`src/rtl/rbr_pkg.sv`:
```
`timescale 1ns/1ps
package rbr_pkg;

    typedef enum logic [1:0] {
        SEQ_IDLE   = 2'd0,
        SEQ_ACTIVE = 2'd1,
        SEQ_RESP   = 2'd2
    } seq_state_e;

    // Smallest cycle count whose duration is at least ns.
    function automatic int ns_to_cyc_ceil(input int ns, input int per);
        return (ns <= 0) ? 0 : (ns + per - 1) / per;
    endfunction

    // First edge strictly later than ns.
    function automatic int ns_to_cyc_after(input int ns, input int per);
        return (ns < 0) ? 0 : (ns / per) + 1;
    endfunction

    function automatic int max2(input int a, input int b);
        return (a > b) ? a : b;
    endfunction

endpackage

```
`src/rtl/rbr_ce_decode.sv`:
```
`timescale 1ns/1ps
module rbr_ce_decode #(
    parameter int DEV_W   = 2,
    localparam int NUM_DEV = 1 << DEV_W
) (
    input  logic               en_i,
    input  logic [DEV_W-1:0]   dev_i,
    output logic [NUM_DEV-1:0] ce_n_o
);

    for (genvar i = 0; i < NUM_DEV; i++) begin : g_sel
        assign ce_n_o[i] = !(en_i && (dev_i == DEV_W'(i)));
    end

endmodule

```
`src/rtl/rbr_float_guard.sv`:
```
`timescale 1ns/1ps
module rbr_float_guard #(
    parameter int DEV_W   = 2,
    parameter int FLT_CYC = 7
) (
    input  logic             clk,
    input  logic             rst_n,
    input  logic             release_i,
    input  logic [DEV_W-1:0] rel_dev_i,
    input  logic [DEV_W-1:0] cand_dev_i,
    output logic             clear_o
);

    localparam int FLT_LOAD = (FLT_CYC > 0) ? FLT_CYC - 1 : 0;
    localparam int CW       = $clog2(FLT_LOAD + 2);

    typedef struct packed {
        logic [CW-1:0]    flt;
        logic [DEV_W-1:0] last_dev;
    } guard_reg_t;

    guard_reg_t q, d;

    always_comb begin
        d = q;
        if (release_i) begin
            d.flt      = CW'(FLT_LOAD);
            d.last_dev = rel_dev_i;
        end else if (q.flt != '0) begin
            d.flt = q.flt - 1'b1;
        end
    end

    always_ff @(posedge clk or negedge rst_n) begin
        if (!rst_n) q <= '0;
        else        q <= d;
    end

    assign clear_o = (q.flt == '0) || (cand_dev_i == q.last_dev);

endmodule

```
`src/rtl/rbr_read_seq.sv`:
```
`timescale 1ns/1ps
module rbr_read_seq import rbr_pkg::*; #(
    parameter int DEV_W  = 2,
    parameter int ADDR_W = 16,
    parameter int DATA_W = 8,
    parameter int LEAD   = 5,
    parameter int SAMP   = 12,
    localparam int TOT_W = DEV_W + ADDR_W
) (
    input  logic              clk,
    input  logic              rst_n,
    input  logic              req_valid_i,
    input  logic [TOT_W-1:0]  req_addr_i,
    output logic              req_ready_o,
    input  logic              rsp_ready_i,
    output logic              rsp_valid_o,
    output logic [DATA_W-1:0] rsp_data_o,
    input  logic              clear_i,
    output logic              sample_o,
    output logic              ce_en_o,
    output logic [DEV_W-1:0]  dev_o,
    output logic [ADDR_W-1:0] mem_addr_o,
    output logic              mem_oe_n_o,
    input  logic [DATA_W-1:0] mem_data_i
);

    localparam int CNT_W = $clog2(SAMP + 1);
    localparam logic [CNT_W-1:0] OE_AT   = CNT_W'((LEAD > 0) ? LEAD - 1 : 0);
    localparam logic [CNT_W-1:0] SAMP_AT = CNT_W'(SAMP - 1);

    typedef struct packed {
        seq_state_e        state;
        logic [CNT_W-1:0]  cnt;
        logic [ADDR_W-1:0] addr;
        logic [DEV_W-1:0]  dev;
        logic              oe_n;
        logic              rsp_valid;
        logic [DATA_W-1:0] rsp_data;
    } seq_reg_t;

    seq_reg_t q, d;

    always_comb begin
        d           = q;
        sample_o    = 1'b0;
        req_ready_o = (q.state == SEQ_IDLE) && clear_i;
        unique case (q.state)
            SEQ_IDLE: begin
                if (req_valid_i && req_ready_o) begin
                    d.state = SEQ_ACTIVE;
                    d.cnt   = '0;
                    d.addr  = req_addr_i[ADDR_W-1:0];
                    d.dev   = req_addr_i[TOT_W-1 -: DEV_W];
                    d.oe_n  = (LEAD == 0) ? 1'b0 : 1'b1;
                end
            end
            SEQ_ACTIVE: begin
                d.cnt = q.cnt + 1'b1;
                if ((LEAD > 0) && (q.cnt == OE_AT)) d.oe_n = 1'b0;
                if (q.cnt == SAMP_AT) begin
                    sample_o    = 1'b1;
                    d.oe_n      = 1'b1;
                    d.rsp_valid = 1'b1;
                    d.rsp_data  = mem_data_i;
                    d.state     = SEQ_RESP;
                end
            end
            SEQ_RESP: begin
                if (rsp_ready_i) begin
                    d.rsp_valid = 1'b0;
                    d.state     = SEQ_IDLE;
                end
            end
            default: d.state = SEQ_IDLE;
        endcase
    end

    always_ff @(posedge clk or negedge rst_n) begin
        if (!rst_n) begin
            q      <= '0;
            q.oe_n <= 1'b1;
        end else begin
            q <= d;
        end
    end

    assign ce_en_o     = (q.state == SEQ_ACTIVE);
    assign dev_o       = q.dev;
    assign mem_addr_o  = q.addr;
    assign mem_oe_n_o  = q.oe_n;
    assign rsp_valid_o = q.rsp_valid;
    assign rsp_data_o  = q.rsp_data;

    assert_addr_hold_R2: assert property (@(posedge clk) disable iff (!rst_n)
        (q.state == SEQ_ACTIVE && $past(q.state) == SEQ_ACTIVE) |-> $stable(q.addr));

    assert_bus_released_R5: assert property (@(posedge clk) disable iff (!rst_n)
        $rose(rsp_valid_o) |-> (q.oe_n && !ce_en_o));

    assert_resp_hold_R6: assert property (@(posedge clk) disable iff (!rst_n)
        (rsp_valid_o && !rsp_ready_i) |=> (rsp_valid_o && $stable(rsp_data_o)));

    assert_single_outstanding_R7: assert property (@(posedge clk) disable iff (!rst_n)
        (req_valid_i && req_ready_o) |=> !req_ready_o);

endmodule

```
`src/rtl/rom_bank_reader.sv`:
```
`timescale 1ns/1ps
module rom_bank_reader import rbr_pkg::*; #(
    parameter int DEV_W      = 2,
    parameter int ADDR_W     = 16,
    parameter int DATA_W     = 8,
    parameter int CLK_NS     = 4,
    parameter int T_ACC_NS   = 45,
    parameter int T_OE_NS    = 25,
    parameter int T_FLOAT_NS = 25,
    localparam int NUM_DEV   = 1 << DEV_W,
    localparam int TOT_W     = DEV_W + ADDR_W
) (
    input  logic               clk,
    input  logic               rst_n,
    input  logic               req_valid,
    output logic               req_ready,
    input  logic [TOT_W-1:0]   req_addr,
    output logic               rsp_valid,
    input  logic               rsp_ready,
    output logic [DATA_W-1:0]  rsp_data,
    output logic [ADDR_W-1:0]  mem_addr,
    output logic [NUM_DEV-1:0] mem_ce_n,
    output logic               mem_oe_n,
    input  logic [DATA_W-1:0]  mem_data_in
);

    localparam int LEAD = ns_to_cyc_ceil(T_ACC_NS - T_OE_NS, CLK_NS);
    localparam int SAMP = max2(ns_to_cyc_after(T_ACC_NS, CLK_NS),
                               LEAD + ns_to_cyc_after(T_OE_NS, CLK_NS));
    localparam int FLT  = ns_to_cyc_ceil(T_FLOAT_NS, CLK_NS);

    logic             clear;
    logic             sample;
    logic             ce_en;
    logic [DEV_W-1:0] dev;

    rbr_read_seq #(
        .DEV_W (DEV_W),
        .ADDR_W(ADDR_W),
        .DATA_W(DATA_W),
        .LEAD  (LEAD),
        .SAMP  (SAMP)
    ) u_seq (
        .clk        (clk),
        .rst_n      (rst_n),
        .req_valid_i(req_valid),
        .req_addr_i (req_addr),
        .req_ready_o(req_ready),
        .rsp_ready_i(rsp_ready),
        .rsp_valid_o(rsp_valid),
        .rsp_data_o (rsp_data),
        .clear_i    (clear),
        .sample_o   (sample),
        .ce_en_o    (ce_en),
        .dev_o      (dev),
        .mem_addr_o (mem_addr),
        .mem_oe_n_o (mem_oe_n),
        .mem_data_i (mem_data_in)
    );

    rbr_float_guard #(
        .DEV_W  (DEV_W),
        .FLT_CYC(FLT)
    ) u_guard (
        .clk       (clk),
        .rst_n     (rst_n),
        .release_i (sample),
        .rel_dev_i (dev),
        .cand_dev_i(req_addr[TOT_W-1 -: DEV_W]),
        .clear_o   (clear)
    );

    rbr_ce_decode #(
        .DEV_W(DEV_W)
    ) u_dec (
        .en_i  (ce_en),
        .dev_i (dev),
        .ce_n_o(mem_ce_n)
    );

    assert_one_select_R2: assert property (@(posedge clk) disable iff (!rst_n)
        $onehot0(~mem_ce_n));

    assert_gate_needs_select_R3: assert property (@(posedge clk) disable iff (!rst_n)
        !mem_oe_n |-> !(&mem_ce_n));

endmodule

```
`config.mk`:
```
export PLATFORM = sky130hd
export DESIGN_NAME = rom_bank_reader
export DESIGN_NICKNAME = d
export VERILOG_FILES = /design/src/rtl/rbr_pkg.sv /design/src/rtl/rbr_ce_decode.sv /design/src/rtl/rbr_float_guard.sv /design/src/rtl/rbr_read_seq.sv /design/src/rtl/rom_bank_reader.sv
export SDC_FILE = /design/constraint.sdc
export NUM_CORES = 1
export LEC_CHECK = 0
export ABC_AREA = 0
export BUFFER_PORTS_ARGS = -buffer_cell sky130_fd_sc_hd__clkbuf_2
export CORE_MARGIN = 5
export CORE_UTILIZATION = 30
export DETAILED_ROUTE_END_ITERATION = 6
export GPL_TIMING_DRIVEN = 0
export HOLD_SLACK_MARGIN = 0.06
export PLACE_DENSITY = 0.56
export SLEW_MARGIN = 10
export SYNTH_ARGS = -nofsm -noshare
export SYNTH_HDL_FRONTEND = slang
export SYNTH_SLANG_ARGS = --single-unit
```
`constraint.sdc`:
```
create_clock -name clk -period 3.5 [get_ports clk]
set_clock_uncertainty 0.15 [all_clocks]
set_input_delay 0.35 -clock clk [delete_from_list [all_inputs] [get_ports clk]]
set_output_delay 0.35 -clock clk [all_outputs]
set_load 0.1 [all_outputs]
```
* Word level (Yosys, flattened, before mapping) *
Cells that the tools add are included.

storage, ports and cells
  bits in registers = 39
  input port bits = 30
  output and inout bits = 31
  word-level logic and storage cells = 61

cells by class
  add/sub/neg operators = 2
  equality and inequality tests = 12
  muxes and demuxes = 14
  reduce and logical (&&, ||, !) cells = 24

operators by type and width
  kind                   count
  $mux W25               1
  $mux W10               1
  $reduce_and A3 Y1      3
  $pmux W4 S2            1
  $eq A2 B2 Y1 const B   3
  $logic_and A1 B1 Y1    6
  $mux W3                2
  $ne A2 B2 Y1 const B   3
  $pmux W2 S3            1
  $reduce_and A2 Y1      3
  $reduce_bool A2 Y1     3
  $add A4 B1 Y4 const B  1
  $eq A2 B1 Y1 const B   2
  $eq A4 B3 Y1 const B   1
  $eq A4 B4 Y1 const B   1
  $logic_not A1 Y1       4
  $logic_not A2 Y1       2
  $mux W1                4
  $mux W2                2
  $pmux W1 S2            2
  $logic_not A3 Y1       1
  $ne A3 B3 Y1 const B   1
  $reduce_bool A3 Y1     1
  $sub A3 B1 Y3 const B  1
  other kinds (2)        2

* Longest topological paths before layout *
  depth in word-level cells = 6
  gate-level depth with buffers = 7
  mapped depth without buffers = 6

* Modules after synthesis *
Synthesis repeated with hierarchy kept, for this count alone.

second synthesis, totals
  cells, all modules = 147
  area total of the unflattened synthesis = 1930.6 um^2

modules (own cells, without submodules)
  module           instances  cells each  area each (um^2)  sequential area each (um^2)
  rbr_read_seq     1          121         1640.3            852.1
  rbr_float_guard  1          22          261.5             125.1
  rbr_ce_decode    1          4           28.8              0.0

* Least setup slack after synthesis *
Ideal clock, no wire load.

  kind = register to output
  from = register u_guard.q[2] in the netlist's numbering
  to = output req_ready
  data arrival time = 2879 ps
  data required time = 3000 ps
  slack = 121 ps
  stages on the path, launching flop included = 6
  buffers on the path = 0
  cell sequence = dfrtp_1 > inv_1 > ha_1 > nor2b_4 > a21oi_1 > nor3_1

on the way
  word-level cells in the longest chain between the ends = 3

ends and longest elaborated chain
  what                    line                   RTL
  start, declared         rbr_float_guard.sv:22  guard_reg_t q, d;
  start signal, assigned  rbr_float_guard.sv:35  if (!rst_n) q <= '0;
  start signal, assigned  rbr_float_guard.sv:36  else q <= d;
  $logic_not A3 Y1        rbr_float_guard.sv:39  assign clear_o = (q.flt == '0) || (cand_dev_i == q.last_dev);
  $logic_or A1 B1 Y1      rbr_float_guard.sv:39
  $logic_and A1 B1 Y1     rbr_read_seq.sv:46     req_ready_o = (q.state == SEQ_IDLE) && clear_i;
  end, declared           rom_bank_reader.sv:16  output logic req_ready,

No other way between the ends.

* Worst setup path after layout *
Same ends and word-level chain as after synthesis.

==> impl_metrics.toml <==
[worst_setup_path]
critical_path.max_stage_delay_ps = 490
critPathKind = "register to output pin"
cp.required_ps = 3000
critPathBufInv = 2
cp_max_fo = 5
start_kind = "register"
timing.critical_path.slowest_stage_cell = "clkbuf_2"
end_kind = "output pin"
crit_family = "buffers and inverters"
path_cells = "inv_1 > ha_1 > nor2b_4 > a21oi_1 > nor3_1 > clkbuf_2"
cp.arrival_ps = 1860

[clocking]
numClockSinks = 39
postCtsResizedCells = 0
clk_path_buf_depth = 2
htree_levels = 2
cts_tree = "built"
path_clk_slew_ps = 80
clock-root-buffer = "clkbuf_8"
postCtsHoldBufs = 0
clk_latency_ps = 290
cts_setup_buffers = 0
cts_buffers = 5

[global_routing]
grt_pass1_vias = 1449
grtUsageTotal_pct = 10.2
grt_overflow_total = 0
antenna_found_initial = 0
grt_start_max_net_pins = 40
grt_pass1_wl_mm = 6.80

[route]
drt-wirelength-per-cell_um = 12.9
drtAntennaViolNets = 0
routed_wl_mm = 3.81
first_iter_violations = 39
drcViolationCount = 0
firstDrtPassIters = 2
vias_per_cell = 4.32
vias = 1280

[die]
die_area_sq_um = 8130
coreArea_sq_um = 6310
num_rows = 29
ios = 61
die_x_um = 90.2
initial_core_util_pct = 30.5
die_y_um = 90.2

[place]
place_congestion = 0.712
place_inst = 288
place_hpwl_mm = 2.77
io_buffers = 60

[yosys]
synthTopCellsByArea = "dfrtp_1 49%, mux2_4 13%, buf_4 9.3%, mux2_2 6.4%, ha_1 2.6%"
synth_seq_cells = 39
ys_async_sr_fraction_pct = 100
synth_area_sq_um = 1930
synth_top_cell_area_share_pct = 49.3
synth-edff-count = 0
synth.avg_cell_area_sq_um = 12.8
synth_common_cells = "38 x dfrtp_1, 24 x buf_4, 17 x mux2_4"
synth_simple_gate_area_share_pct = 7.40
ys.flop_type = "dfrtp_1"
ys_warn_count = 0
synth.most_common_cell = "dfrtp_1"
synth_top_cell_by_area = "dfrtp_1"
syn_nets = 185
synth_xor_area_share_pct = 1.82
synth_compound_area_share_pct = 5.84
synth_fa_ha_area_share_pct = 2.60
yosysSeqAreaShare_pct = 50.7
synthMuxAreaShare_pct = 19.7
syn_inst = 151
synthDistinctLibCells = 31
synth_top_family_by_area = "multiplexers"

[outcome]
status = "finished clean"

[sta]
timing.slew.headroom_pct = 33.2
hold_viol = 0
rsz0062_at_grt = "no"
period_needed_ps = 2360
finalCritPeriodShare_pct = 67.4
worst_pin_slew_ps = 1000
setup_viol = 0
maxSlewViolCount = 0
hold_slack_ps = 67.1
setup_tns_ps = 0
max_freq_mhz = 424

[layout]
num-fill-cells = 637
fin_cells = 296
final_nets = 252
area_growth_pct = 27.4
drive_gt1_share_pct = 58.4
diodes = 0

[job]
drv_cap = 0

[hold_path]
hold_path_class = "input port to asynchronous set/reset pin"
layout by cell type (no fill, tap or decap), drive strengths merged:
cell / count
a31o: 1
nor3: 2
a31oi: 1
mux2: 28
ha: 4
inv: 5
clkbuf: 66
xnor2: 3
a21oi: 4
nand2b: 1
a211oi: 1
nor2b: 3
xor2: 1
nor2: 8
dfstp: 1
bufinv: 2
a211o: 2
o21bai: 1
nand3: 3
o21a: 1
nand3b: 2
o21ai: 6
or4b: 1
dfrtp: 38
buf: 28
nand2: 4
or3: 1
a21o: 1
sequential cells by signal (all words and copies together), names as in the netlist:
signal / count
u_seq.q: 6
u_seq.rsp_data_o: 8
u_seq.dev_o: 2
u_seq.rsp_valid_o: 1
u_seq.mem_addr_o: 16
u_seq.mem_oe_n_o: 1
u_guard.q: 5
logic make-up (layout without fill, tap and decap cells):
| group | count (synthesis) | in the layout |
|---|---|---|
| compound gates | 18 | 18 |
| xor+xnor | 4 | 4 |
| fa+ha+maj | 4 | 4 |
| buf+inv | 33 | 101 |
| flops | 39 | 39 |
| mux | 28 | 28 |
| simple gates | 25 | 25 |
metal layers:
| metal | share of wire, % | vias to the layer above | GRT usage (%) | routed length [um] |
|---|---|---|---|---|
| met5 | 0 | - | 0 | 0 |
| met4 | 1.1 | 0 | 2.98 | 41 |
| met3 | 6.8 | 4 | 3.51 | 261 |
| met2 | 45 | 36 | 17.4 | 1720 |
| met1 | 47 | 616 | 12.0 | 1790 |
| li1 | - | 624 | - | - |
layout make-up:
cell class	count	area, sq um	share of cell area [%]
Buffer	28	213	8.66
Multi-Input combinational cell	79	719	29.3
Clock inverter	2	60.1	2.44
Inverter	5	18.8	0.764
Clock buffer	6	72.6	2.95
Tap cell	77	96.3	3.92
Timing Repair Buffer	60	300	12.2
Sequential cell	39	977	39.8
worst paths after layout:
check                        startpoint                   to  slack (ps)  cells past startpoint
max in group asynchronous         rst_n          u_seq.q[29]        2510                      1
hold reg to reg            u_guard.q[3]         u_guard.q[3]         350                      1
hold / removal                    rst_n  u_seq.mem_addr_o[3]          70                      1
setup / recovery           u_guard.q[2]            req_ready        1140                      6
min in group clk            req_addr[5]  u_seq.mem_addr_o[5]         140                      2
setup reg to reg            u_seq.q[33]         u_guard.q[0]        1280                      4
per-stage QoR:
| step | setup WS, ps | cell area [sq um] | utilization, % |
|---|---|---|---|
| 2_1_floorplan | 121 | 1930 | - |
| 3_3_place_gp | 1230 | 2320 | 36.8 |
| 3_5_place_dp | 1230 | 2320 | 36.8 |
| 4_1_cts | 1070 | 2460 | 38.9 |
| 5_1_grt | 1010 | 2460 | 38.9 |
| 6_report | 1140 | 2460 | 38.9 |
Power is not shown: default switching activity piles up to over one toggle a cycle in this logic, so the estimate is an artifact.
